<file path="config.mk">
export PLATFORM = sky130hd
export DESIGN_NAME = cpx_enable_ctrl
export DESIGN_NICKNAME = d
export VERILOG_FILES = /design/src/rtl/cpx_pkg.sv /design/src/rtl/cpx_rst_sync.sv /design/src/rtl/cpx_regbank.sv /design/src/rtl/cpx_access_check.sv /design/src/rtl/cpx_clk_req.sv /design/src/rtl/cpx_enable_ctrl.sv
export SDC_FILE = /design/constraint.sdc
export NUM_CORES = 1
export LEC_CHECK = 0
export BUFFER_PORTS_ARGS = -buffer_cell sky130_fd_sc_hd__clkbuf_2
export CAP_MARGIN = 0
export CORE_UTILIZATION = 34
export DETAILED_ROUTE_END_ITERATION = 8
export HOLD_SLACK_MARGIN = 0.06
export PLACE_DENSITY = 0.79
export SLEW_MARGIN = 40
export SYNTH_ARGS = -nofsm -noshare
export SYNTH_HDL_FRONTEND = slang
export SYNTH_SLANG_ARGS = --single-unit
</file>
<file path="constraint.sdc">
create_clock -name clk -period 1.1 [get_ports clk]
set_input_delay 0.055 -clock clk [delete_from_list [all_inputs] [get_ports clk]]
set_output_delay 0.055 -clock clk [all_outputs]
set_load 0.005 [all_outputs]
</file>
<file path="src/rtl/cpx_pkg.sv">
package cpx_pkg;

  localparam int REG_ENABLE = 0;
  localparam int REG_ACCESS = 1;

  typedef enum logic [1:0] {
    ACC_NONE = 2'b00,
    ACC_PRIV = 2'b01,
    ACC_RSVD = 2'b10,
    ACC_FULL = 2'b11
  } acc_t;

  // Decode of one access field against the privilege of the requester.
  function automatic logic acc_permits(logic [1:0] code, logic priv);
    case (acc_t'(code))
      ACC_FULL: acc_permits = 1'b1;
      ACC_PRIV: acc_permits = priv;
      default:  acc_permits = 1'b0;
    endcase
  endfunction

endpackage

</file>
<file path="src/rtl/cpx_rst_sync.sv">
module cpx_rst_sync #(
  parameter int STAGES = 2
) (
  input  logic clk,
  input  logic rst_n,
  output logic rst_n_sync
);

  logic [STAGES-1:0] sync_q;

  always_ff @(posedge clk or negedge rst_n) begin
    if (!rst_n) sync_q <= '0;
    else        sync_q <= {sync_q[STAGES-2:0], 1'b1};
  end

  assign rst_n_sync = sync_q[STAGES-1];

endmodule

</file>
<file path="src/rtl/cpx_regbank.sv">
module cpx_regbank
  import cpx_pkg::*;
#(
  parameter int DATA_W    = 32,
  parameter int ADDR_W    = 2,
  parameter int EN_BIT    = 30,
  parameter int FIELD_LSB = 20,
  parameter int NUM_CP    = 2
) (
  input  logic                   clk,
  input  logic                   rst_n,
  input  logic                   sel,
  input  logic                   wr,
  input  logic [ADDR_W-1:0]      addr,
  input  logic [DATA_W-1:0]      wdata,
  input  logic                   priv,
  output logic [DATA_W-1:0]      rdata,
  output logic                   fault,
  output logic                   en,
  output logic [NUM_CP-1:0][1:0] acc
);

  localparam logic [ADDR_W-1:0] A_EN  = ADDR_W'(REG_ENABLE);
  localparam logic [ADDR_W-1:0] A_ACC = ADDR_W'(REG_ACCESS);

  logic                   en_q;
  logic [NUM_CP-1:0][1:0] acc_q, acc_d;
  logic [DATA_W-1:0]      rdata_q, rdata_d;
  logic                   fault_q, fault_d;
  logic                   priv_req, en_we, acc_we, rd_req;

  always_comb begin
    priv_req = sel & priv;
    en_we    = priv_req & wr & (addr == A_EN);
    acc_we   = priv_req & wr & (addr == A_ACC);
    rd_req   = priv_req & ~wr;
    fault_d  = sel & ~priv;
    rdata_d  = '0;
    for (int i = 0; i < NUM_CP; i++) begin
      acc_d[i] = wdata[FIELD_LSB + 2*i +: 2];
    end
    if (rd_req && addr == A_EN) rdata_d[EN_BIT] = en_q;
    if (rd_req && addr == A_ACC) begin
      for (int i = 0; i < NUM_CP; i++) begin
        rdata_d[FIELD_LSB + 2*i +: 2] = acc_q[i];
      end
    end
  end

  always_ff @(posedge clk or negedge rst_n) begin
    if (!rst_n) begin
      en_q    <= 1'b0;
      acc_q   <= '0;
      rdata_q <= '0;
      fault_q <= 1'b0;
    end else begin
      if (en_we)  en_q  <= wdata[EN_BIT];
      if (acc_we) acc_q <= acc_d;
      rdata_q <= rdata_d;
      fault_q <= fault_d;
    end
  end

  assign rdata = rdata_q;
  assign fault = fault_q;
  assign en    = en_q;
  assign acc   = acc_q;

  assert_unpriv_ignored_R5: assert property (@(posedge clk) disable iff (!rst_n)
    (sel && !priv) |=> ($stable(en_q) && $stable(acc_q) && fault_q && rdata_q == '0));

  assert_idle_rdata_zero_R4: assert property (@(posedge clk) disable iff (!rst_n)
    !(sel && priv && !wr) |=> (rdata_q == '0));

  assert_fault_source_R5: assert property (@(posedge clk) disable iff (!rst_n)
    fault_q |-> $past(sel && !priv));

endmodule

</file>
<file path="src/rtl/cpx_access_check.sv">
module cpx_access_check
  import cpx_pkg::*;
#(
  parameter int NUM_CP   = 2,
  parameter int CP_IDX_W = 1
) (
  input  logic                   en,
  input  logic [NUM_CP-1:0][1:0] acc,
  input  logic                   valid,
  input  logic [CP_IDX_W-1:0]    cp_idx,
  input  logic                   priv,
  output logic                   allow,
  output logic                   undef
);

  logic [1:0] code;

  always_comb begin
    code = ACC_NONE;
    for (int i = 0; i < NUM_CP; i++) begin
      if (cp_idx == CP_IDX_W'(i)) code = acc[i];
    end
    allow = valid & en & acc_permits(code, priv);
    undef = valid & ~allow;
  end

endmodule

</file>
<file path="src/rtl/cpx_clk_req.sv">
module cpx_clk_req #(
  parameter int NUM_CP = 2
) (
  input  logic [NUM_CP-1:0][1:0] acc,
  output logic                   clk_en
);

  logic [NUM_CP-1:0] live;

  for (genvar g = 0; g < NUM_CP; g++) begin : g_field
    assign live[g] = |acc[g];
  end

  assign clk_en = |live;

endmodule

</file>
<file path="src/rtl/cpx_enable_ctrl.sv">
module cpx_enable_ctrl
  import cpx_pkg::*;
#(
  parameter int DATA_W    = 32,
  parameter int ADDR_W    = 2,
  parameter int EN_BIT    = 30,
  parameter int FIELD_LSB = 20,
  parameter int NUM_CP    = 2,
  parameter int SYNC_STG  = 2,
  localparam int CP_IDX_W = (NUM_CP > 1) ? $clog2(NUM_CP) : 1
) (
  input  logic                clk,
  input  logic                rst_n,
  input  logic                reg_sel,
  input  logic                reg_wr,
  input  logic [ADDR_W-1:0]   reg_addr,
  input  logic [DATA_W-1:0]   reg_wdata,
  input  logic                reg_priv,
  output logic [DATA_W-1:0]   reg_rdata,
  output logic                reg_fault,
  input  logic                insn_valid,
  input  logic [CP_IDX_W-1:0] insn_cp,
  input  logic                insn_priv,
  output logic                insn_allow,
  output logic                insn_undef,
  output logic                cp_enable,
  output logic                cp_clk_en
);

  logic                   rst_n_s;
  logic                   en_w;
  logic [NUM_CP-1:0][1:0] acc_w;

  cpx_rst_sync #(.STAGES(SYNC_STG)) u_rst (
    .clk(clk), .rst_n(rst_n), .rst_n_sync(rst_n_s)
  );

  cpx_regbank #(
    .DATA_W(DATA_W), .ADDR_W(ADDR_W), .EN_BIT(EN_BIT),
    .FIELD_LSB(FIELD_LSB), .NUM_CP(NUM_CP)
  ) u_regs (
    .clk(clk), .rst_n(rst_n_s), .sel(reg_sel), .wr(reg_wr),
    .addr(reg_addr), .wdata(reg_wdata), .priv(reg_priv),
    .rdata(reg_rdata), .fault(reg_fault), .en(en_w), .acc(acc_w)
  );

  cpx_access_check #(.NUM_CP(NUM_CP), .CP_IDX_W(CP_IDX_W)) u_chk (
    .en(en_w), .acc(acc_w), .valid(insn_valid), .cp_idx(insn_cp),
    .priv(insn_priv), .allow(insn_allow), .undef(insn_undef)
  );

  cpx_clk_req #(.NUM_CP(NUM_CP)) u_clk (
    .acc(acc_w), .clk_en(cp_clk_en)
  );

  assign cp_enable = en_w;

  assert_allow_needs_enable_R7: assert property (@(posedge clk) disable iff (!rst_n_s)
    insn_allow |-> (cp_enable && insn_valid && !insn_undef));

  assert_unpriv_needs_full_R6: assert property (@(posedge clk) disable iff (!rst_n_s)
    (insn_allow && !insn_priv) |-> (acc_w[insn_cp] == 2'b11));

  assert_clk_off_when_closed_R8: assert property (@(posedge clk) disable iff (!rst_n_s)
    (acc_w == '0) |-> !cp_clk_en);

  assert_reset_closed_R1: assert property (@(posedge clk)
    !rst_n_s |-> (!cp_enable && !cp_clk_en && !reg_fault && reg_rdata == '0));

endmodule

</file>
## After elaboration in Yosys (flattened, before gate mapping)

Index checks and enable logic that the tools add are counted.

| word-level totals | value |
|---|---|
| bits in registers | 13 |
| latch bits | 0 |
| memory bits (writable) | 0 |
| bits in read-only memories | 0 |
| bits of input ports | 42 |
| output and inout port bits | 37 |
| memories | 0 |

| cells by class | value |
|---|---|
| add/sub/neg operators | 0 |
| multipliers | 0 |
| divide/modulo/power cells | 0 |
| $lt $le $gt $ge | 0 |
| equality and inequality tests | 3 |
| shift-type cells | 0 |
| multiplexer cells | 4 |
| bitwise gates (word level) | 12 |
| reduce and logical (&&, ||, !) cells | 4 |

Operators by type and width:

| cell | number |
|---|---|
| $and A1 B1 Y1 | 9 |
| $eq A2 B1 Y1 const B | 2 |
| $mux W4 | 1 |
| $reduce_or A4 Y1 | 1 |
| $not A1 Y1 | 3 |
| $eq A2 B2 Y1 const B | 1 |
| $logic_and A1 B1 Y1 | 2 |
| $logic_not A2 Y1 | 1 |
| $mux W2 | 1 |
| $pmux W1 S2 | 1 |
| $mux W1 | 1 |

## Logic depth before layout (Yosys ltp)

Gate-level depths: netlist (run 1).

| logic depth | value |
|---|---|
| word-level depth | 6 |
| depth in mapped cells | 4 |

## Cells and area by module

From an unflattened synthesis (run 1), not the netlist that was laid out.

| second synthesis, totals | value |
|---|---|
| cell total of the unflattened synthesis | 64 |
| area total of the unflattened synthesis | 742.0 sq um |

Modules (own cells, without submodules):

| module | times used | cells each | area each (sq um) |
|---|---|---|---|
| cpx_regbank | 1 | 55 | 640.6 |
| cpx_rst_sync | 1 | 3 | 53.8 |
| cpx_access_check | 1 | 5 | 40.0 |
| cpx_clk_req | 1 | 1 | 7.5 |

## Worst setup path after synthesis (run 1)

OpenSTA, ideal clock, no wires.

| timing path | value |
|---|---|
| path type | in2reg |
| start point | input port reg_addr[1] |
| end point | register u_regs.acc_q (netlist bit u_regs.acc[0]) |
| setup time | 0.125 ns |
| arrival time | 0.843 ns |
| required time | 0.975 ns |
| setup slack | 0.132 ns |
| cell stages on the path | 4 |
| path through | nand4b_1 -> or2_1 -> buf_6 -> mux2_4 |

| on the way | value |
|---|---|
| word-level cells in the longest chain between the ends | 2 |

Ends and longest elaborated chain:

| element | line | RTL |
|---|---|---|
| start: declaration | cpx_enable_ctrl.sv:16 | `input logic [ADDR_W-1:0] reg_addr,` |
| $eq A2 B1 Y1 | cpx_regbank.sv:35 | `acc_we = priv_req & wr & (addr == A_ACC);` |
| $and A1 B1 Y1 | cpx_regbank.sv:35 |  |
| end signal: assignment | cpx_regbank.sv:53 | `acc_q <= '0;` |
| end signal: assignment | cpx_regbank.sv:58 | `if (acc_we) acc_q <= acc_d;` |
| end: declaration | cpx_regbank.sv:27 | `logic [NUM_CP-1:0][1:0] acc_q, acc_d;` |

No other way between the ends.
A chain may end at the register's enable or synchronous reset.

## Worst setup path in the final report (run 1)

| timing path | value |
|---|---|
| start point | register u_regs.acc_q (netlist bit u_regs.acc[2]) |
| end point | output port cp_clk_en |

| on the way | value |
|---|---|
| word-level cells in the longest chain between the ends | 1 |

Ends and longest elaborated chain:

| element | line | RTL |
|---|---|---|
| $reduce_or A4 Y1 | cpx_clk_req.sv:14 | `assign clk_en = \|live;` |
| end: declaration | cpx_enable_ctrl.sv:27 | `output logic cp_clk_en` |

No other way between the ends.

==> impl_metrics.ini, run 1 <==
[cells_and_area]
stdcell_area_um2 = 912.1
layout-drive-gt1-share = 0.3558
final_common_cell = conb_1
layout_common_cells = 28 x conb_1, 23 x clkbuf_2, 13 x dfrtp_1, 8 x dlygate4sd3_1
areaGrowthSynthToFinish_pct = 24.19
antenna_cells = 0
fillCellCount = 197
final_nets = 147

[floorplanning]
initial_core_util = 0.3669
core_region_area_um2 = 2002
pin_count = 79
die_h_um = 48.48
die_area_um2 = 2350
die-width_um = 48.48
fp-row-count = 16

[synth]
syn_area_um2 = 734.5
avgSynthCellArea_um2 = 11.13
yosysSeqAreaShare = 0.4429
ys_ff_latch = 13
synthCells = 66
synth_top_area_cell = dfrtp_1
yosysUniqueCellTypes = 20
yosys-top-cells-area = dfrtp_1 44%, buf_4 28%, mux2_4 8.2%
ys_warn_count = 0
synth_top_area_frac = 0.4429

[power_and_ir_drop]
leakagePower_uw = 0.0005158
p_per_area_nw_per_um2 = 1250
vdd_ir_drop_max_mv = 0.6316
total_power_uw = 1140

[drt]
first_pass_iters = 3
vias_per_cell = 3.840
drc = 0
num_vias = 503
wl_um = 1274
wl_per_cell_um = 9.725
drt_iter0_markers = 1
postRouteAntennaNets = 0

[clocking]
numCtsBuffers = 3
h-tree-depth = 1
cts_root_buf = clkbuf_4
clk_latency_ns = 0.27
path_clk_slew_ns = 0.07
clock-sinks = 13
cts_tree = built
clockBufferDepth = 2

[timing]
fin_setup_tns_ns = -0.6725
setup_ws_ns = -0.2989
rsz0062_at_grt = true
finalCritPeriodShare = 1.272
finalHoldViolCount = 0
fin_crit_ns = 1.399
fmax_mhz = 714.9
drv_slew = 0
fin_worst_skew_ns = 0.002106
finalSetupViolCount = 3

[placed_design]
dpl.hpwl_um = 928.4
placement.cell_area_um2 = 787.0
place_ws_ns = 0.01513
gp_congestion = 0.6580
io_buffers = 24

[run_status]
status = finished, violations left
violations = setup timing

[worst_setup_path]
start_kind = flop
cp_max_fo = 3
critPathCaptureType = output port
worst-setup-path-type = reg2out
cp.required_ns = 1.04
cp.arrival_ns = 1.34

[grt]
grt_usage = 0.1157
antenna_found_initial = 0
grt_pass1_wl_um = 1980
grt_pass1_vias = 482
overflow = 0
grt_max_degree = 12

[run]
maxCapViolations = 0

[min_path]
hold_class = in2reg
-- state kept, by name, summed over array words and instances (netlist names) --
register	flops
u_regs.acc	4
u_regs.en	1
u_regs.rdata	5
u_regs.fault	1
u_rst.sync_q	2
-- final timing paths --
check	from	to	slack (ns)	cells after the start
max	u_regs.acc[2]$_DFFE_PN0P_	cp_clk_en	-0.30	2
min	reg_sel	u_regs.fault$_DFF_PN0_	0.05	2
max reg2reg	u_regs.acc[0]$_DFFE_PN0P_	u_regs.acc[0]$_DFFE_PN0P_	0.08	3
min reg2reg	u_rst.sync_q[1]$_DFF_PN0_	u_regs.rdata[20]$_DFF_PN0_	0.16	0
max in group asynchronous	u_rst.sync_q[1]$_DFF_PN0_	u_regs.rdata[23]$_DFF_PN0_	0.66	0
min in group asynchronous	rst_n	u_rst.sync_q[1]$_DFF_PN0_	0.10	2
-- what timing repair did --
| action | 4_1_cts | 5_1_grt |
|---|---|---|
| hold buffers | 9 | 0 |
| resized for setup | 3 | 2 |
| endpoints found under the hold margin | 9 | 0 |
| buffers inserted | 2 | 0 |
| pin swaps | 2 | 1 |
| endpoints found under the setup margin | 3 | 4 |
-- power by group --
part | internal (µW) | switching, µW
sequential | 529 | 54.8
combinational | 173 | 105
clock | 141 | 138
total | 842 | 297
-- critical path: stages, from the launching register on --
cell and delay [ns]:
dfrtp_1 0.41, or4_4 0.52, clkbuf_2 0.13
-- synth_stat cells --
cell and instances:
o211ai_1 1, nand3b_1 1, dfrtp_1 13, nor2_1 1, mux2_2 1, and2_1 4
buf_4 27, conb_1 2, or2_1 1, inv_1 1, o21ai_0 2, or4_1 1
nor4b_1 1, a21boi_0 1, and3_1 1, and2b_1 1, buf_6 1, mux2_4 4
or3_1 1, nand4b_1 1
-- through the flow --
step | hold WS [ns] | util | instances
3_5_place_dp | -0.1544 | 0.3931 | 117
5_1_grt | 0.06182 | 0.4556 | 131
6_report | 0.04636 | 0.4556 | 131
4_1_cts | 0.05421 | 0.4588 | 132
3_3_place_gp | -0.1590 | 0.3931 | 117
2_1_floorplan | -0.2406 | - | 92
-- cell type report --
| cell class | count | area, µm² | share of cell area |
|---|---|---|---|
| multi-input combinational | 50 | 292.8 | 0.3210 |
| clock buffer | 4 | 26.28 | 0.02881 |
| timing repair buffer | 36 | 230.2 | 0.2524 |
| tap | 27 | 33.78 | 0.03704 |
| sequential | 13 | 325.3 | 0.3567 |
| inverter | 1 | 3.754 | 0.004115 |
-- kinds of logic after synthesis --
| family | Yosys count | share of synthesized area |
|---|---|---|
| buffers and inverters | 29 | 0.2964 |
| and+or+nand+nor | 13 | 0.1193 |
| AOI/OAI and AO/OA | 4 | 0.03408 |
| other | 2 | 0.01023 |
| DFF | 13 | 0.4429 |
| muxes | 5 | 0.09711 |
-- layer usage --
metal	vias to the layer above	routed length, µm	track usage
met2	34	720	0.2441
met3	4	100	0.02201
met5	-	0	0
li1	235	-	-
met1	230	421	0.09274
met4	0	32	0.07353
(Power assumes the default switching activity.)
==> inputs of run 2 (changes only) <==
clock period = 1.4 ns   (was 1.1 ns; I/O delays follow)
==> impl_metrics.ini, run 2 (synthesized netlist as in run 1, its figures left out) <==
[floorplanning]
pin_count = 79
core_region_area_um2 = 2002
die_area_um2 = 2350
die-width_um = 48.48
initial_core_util = 0.3669
die_h_um = 48.48
fp-row-count = 16

[cells_and_area]
layout-drive-gt1-share = 0.3495
antenna_cells = 0
largest_register_ffs = 5
stdcell_area_um2 = 915.9
ff_latch_area_um2 = 325.3
final_nets = 146
layout_common_cells = 28 x conb_1, 23 x clkbuf_2, 13 x dfrtp_1, 8 x dlygate4sd3_1
areaGrowthSynthToFinish_pct = 24.70
final_common_cell = conb_1
multi_input_area_um2 = 299.0
final_cells = 130
postLayoutCoreUtil = 0.4575
fillCellCount = 192

[worst_setup_path]
cp_max_fo = 3
rrSetupSlack_ns = 0.37
critPathCaptureType = output port
slowest_delay_ns = 0.54
path_buf_inv = 1
cpLargestDelayFamily = simple AND/OR/NAND/NOR gates
crit_slowest_cell = or4_4
start_kind = flop
worst-setup-path-type = reg2out
cp.required_ns = 1.33
cp.arrival_ns = 1.33
cp_cell_sequence = or4_4, clkbuf_2

[drt]
vias_per_cell = 3.869
first_pass_iters = 2
num_vias = 503
drt_iter0_markers = 1
drc = 0
wl_um = 1212
postRouteAntennaNets = 0
wl_per_cell_um = 9.323

[power_and_ir_drop]
p_per_area_nw_per_um2 = 943.7
leakagePower_uw = 0.0005288
vdd_ir_drop_max_mv = 0.3499

[clocking]
h-tree-depth = 1
clockBufferDepth = 2
clock-sinks = 13
clk_latency_ns = 0.26
numCtsBuffers = 3
cts_tree = built
path_clk_slew_ns = 0.07
cts_root_buf = clkbuf_4

[grt]
antenna_found_initial = 0
grt_pass1_wl_um = 1911
overflow = 0
grt_usage = 0.1071
grt_max_degree = 12
grt_pass1_vias = 487

[timing]
fin_hold_ws_ns = 0.1256
drv_slew = 0
rsz0062_at_grt = true
fin_worst_skew_ns = 0.0008248
setup_ws_ns = 0.001043
fin_crit_ns = 1.399
finalHoldViolCount = 0
finalCritPeriodShare = 0.9993
finalSetupViolCount = 0
fmax_mhz = 714.8

[placed_design]
gp_congestion = 0.6209
io_buffers = 24
place_ws_ns = 0.2562
placement.cell_area_um2 = 772.0
dpl.hpwl_um = 887.7
placed_cells = 115

[min_path]
hold_class = in2async

[run]
maxCapViolations = 0

[run_status]
status = complete, no violations
## run 2: cell type report
| class | count | area share |
|---|---|---|
| clock buffer | 4 | 0.02869 |
| timing repair buffer | 35 | 0.2486 |
| tap | 27 | 0.03689 |
| inverter | 1 | 0.004098 |
| multi-input combinational | 50 | 0.3265 |
| sequential | 13 | 0.3552 |
## run 2: path summary, 6_finish.rpt
kind / cells past startpoint / endpoint / from
setup / recovery: 2 / cp_clk_en / u_regs.acc[0]$_DFFE_PN0P_
hold reg to reg: 0 / u_regs.en$_DFFE_PN0P_ / u_rst.sync_q[1]$_DFF_PN0_
min in group clk: 2 / u_regs.fault$_DFF_PN0_ / reg_priv
setup reg to reg: 3 / u_regs.acc[0]$_DFFE_PN0P_ / u_regs.acc[0]$_DFFE_PN0P_
max in group asynchronous: 0 / u_regs.rdata[22]$_DFF_PN0_ / u_rst.sync_q[1]$_DFF_PN0_
hold / removal: 2 / u_rst.sync_q[0]$_DFF_PN0_ / rst_n
## run 2: repair_timing
action,CTS,global route
hold endpoints to repair,9,0
endpoints found under the setup margin,2,4
gates resized for setup,2,4
buffers inserted,1,1
pin swaps,0,3
hold buffers,9,0
## run 2: per-layer routing
metal,track usage,share of wire
met5,0,0
met4,0.04412,0
met3,0.01887,0.079
met2,0.2394,0.59
met1,0.08485,0.33
## run 2: through the flow
stage                     total power [µW]  setup TNS [ns]
final                                864.3               0
after CTS                            850.3        -0.01212
after global routing                 911.4        -0.08728
after detailed placement             605.8               0
after floorplan                      593.7               0
after global placement               600.1               0
## run 2: power by group
part	switching [µW]	internal (µW)
Clock	103	110
Combinational	70.7	121
Sequential	44.1	415
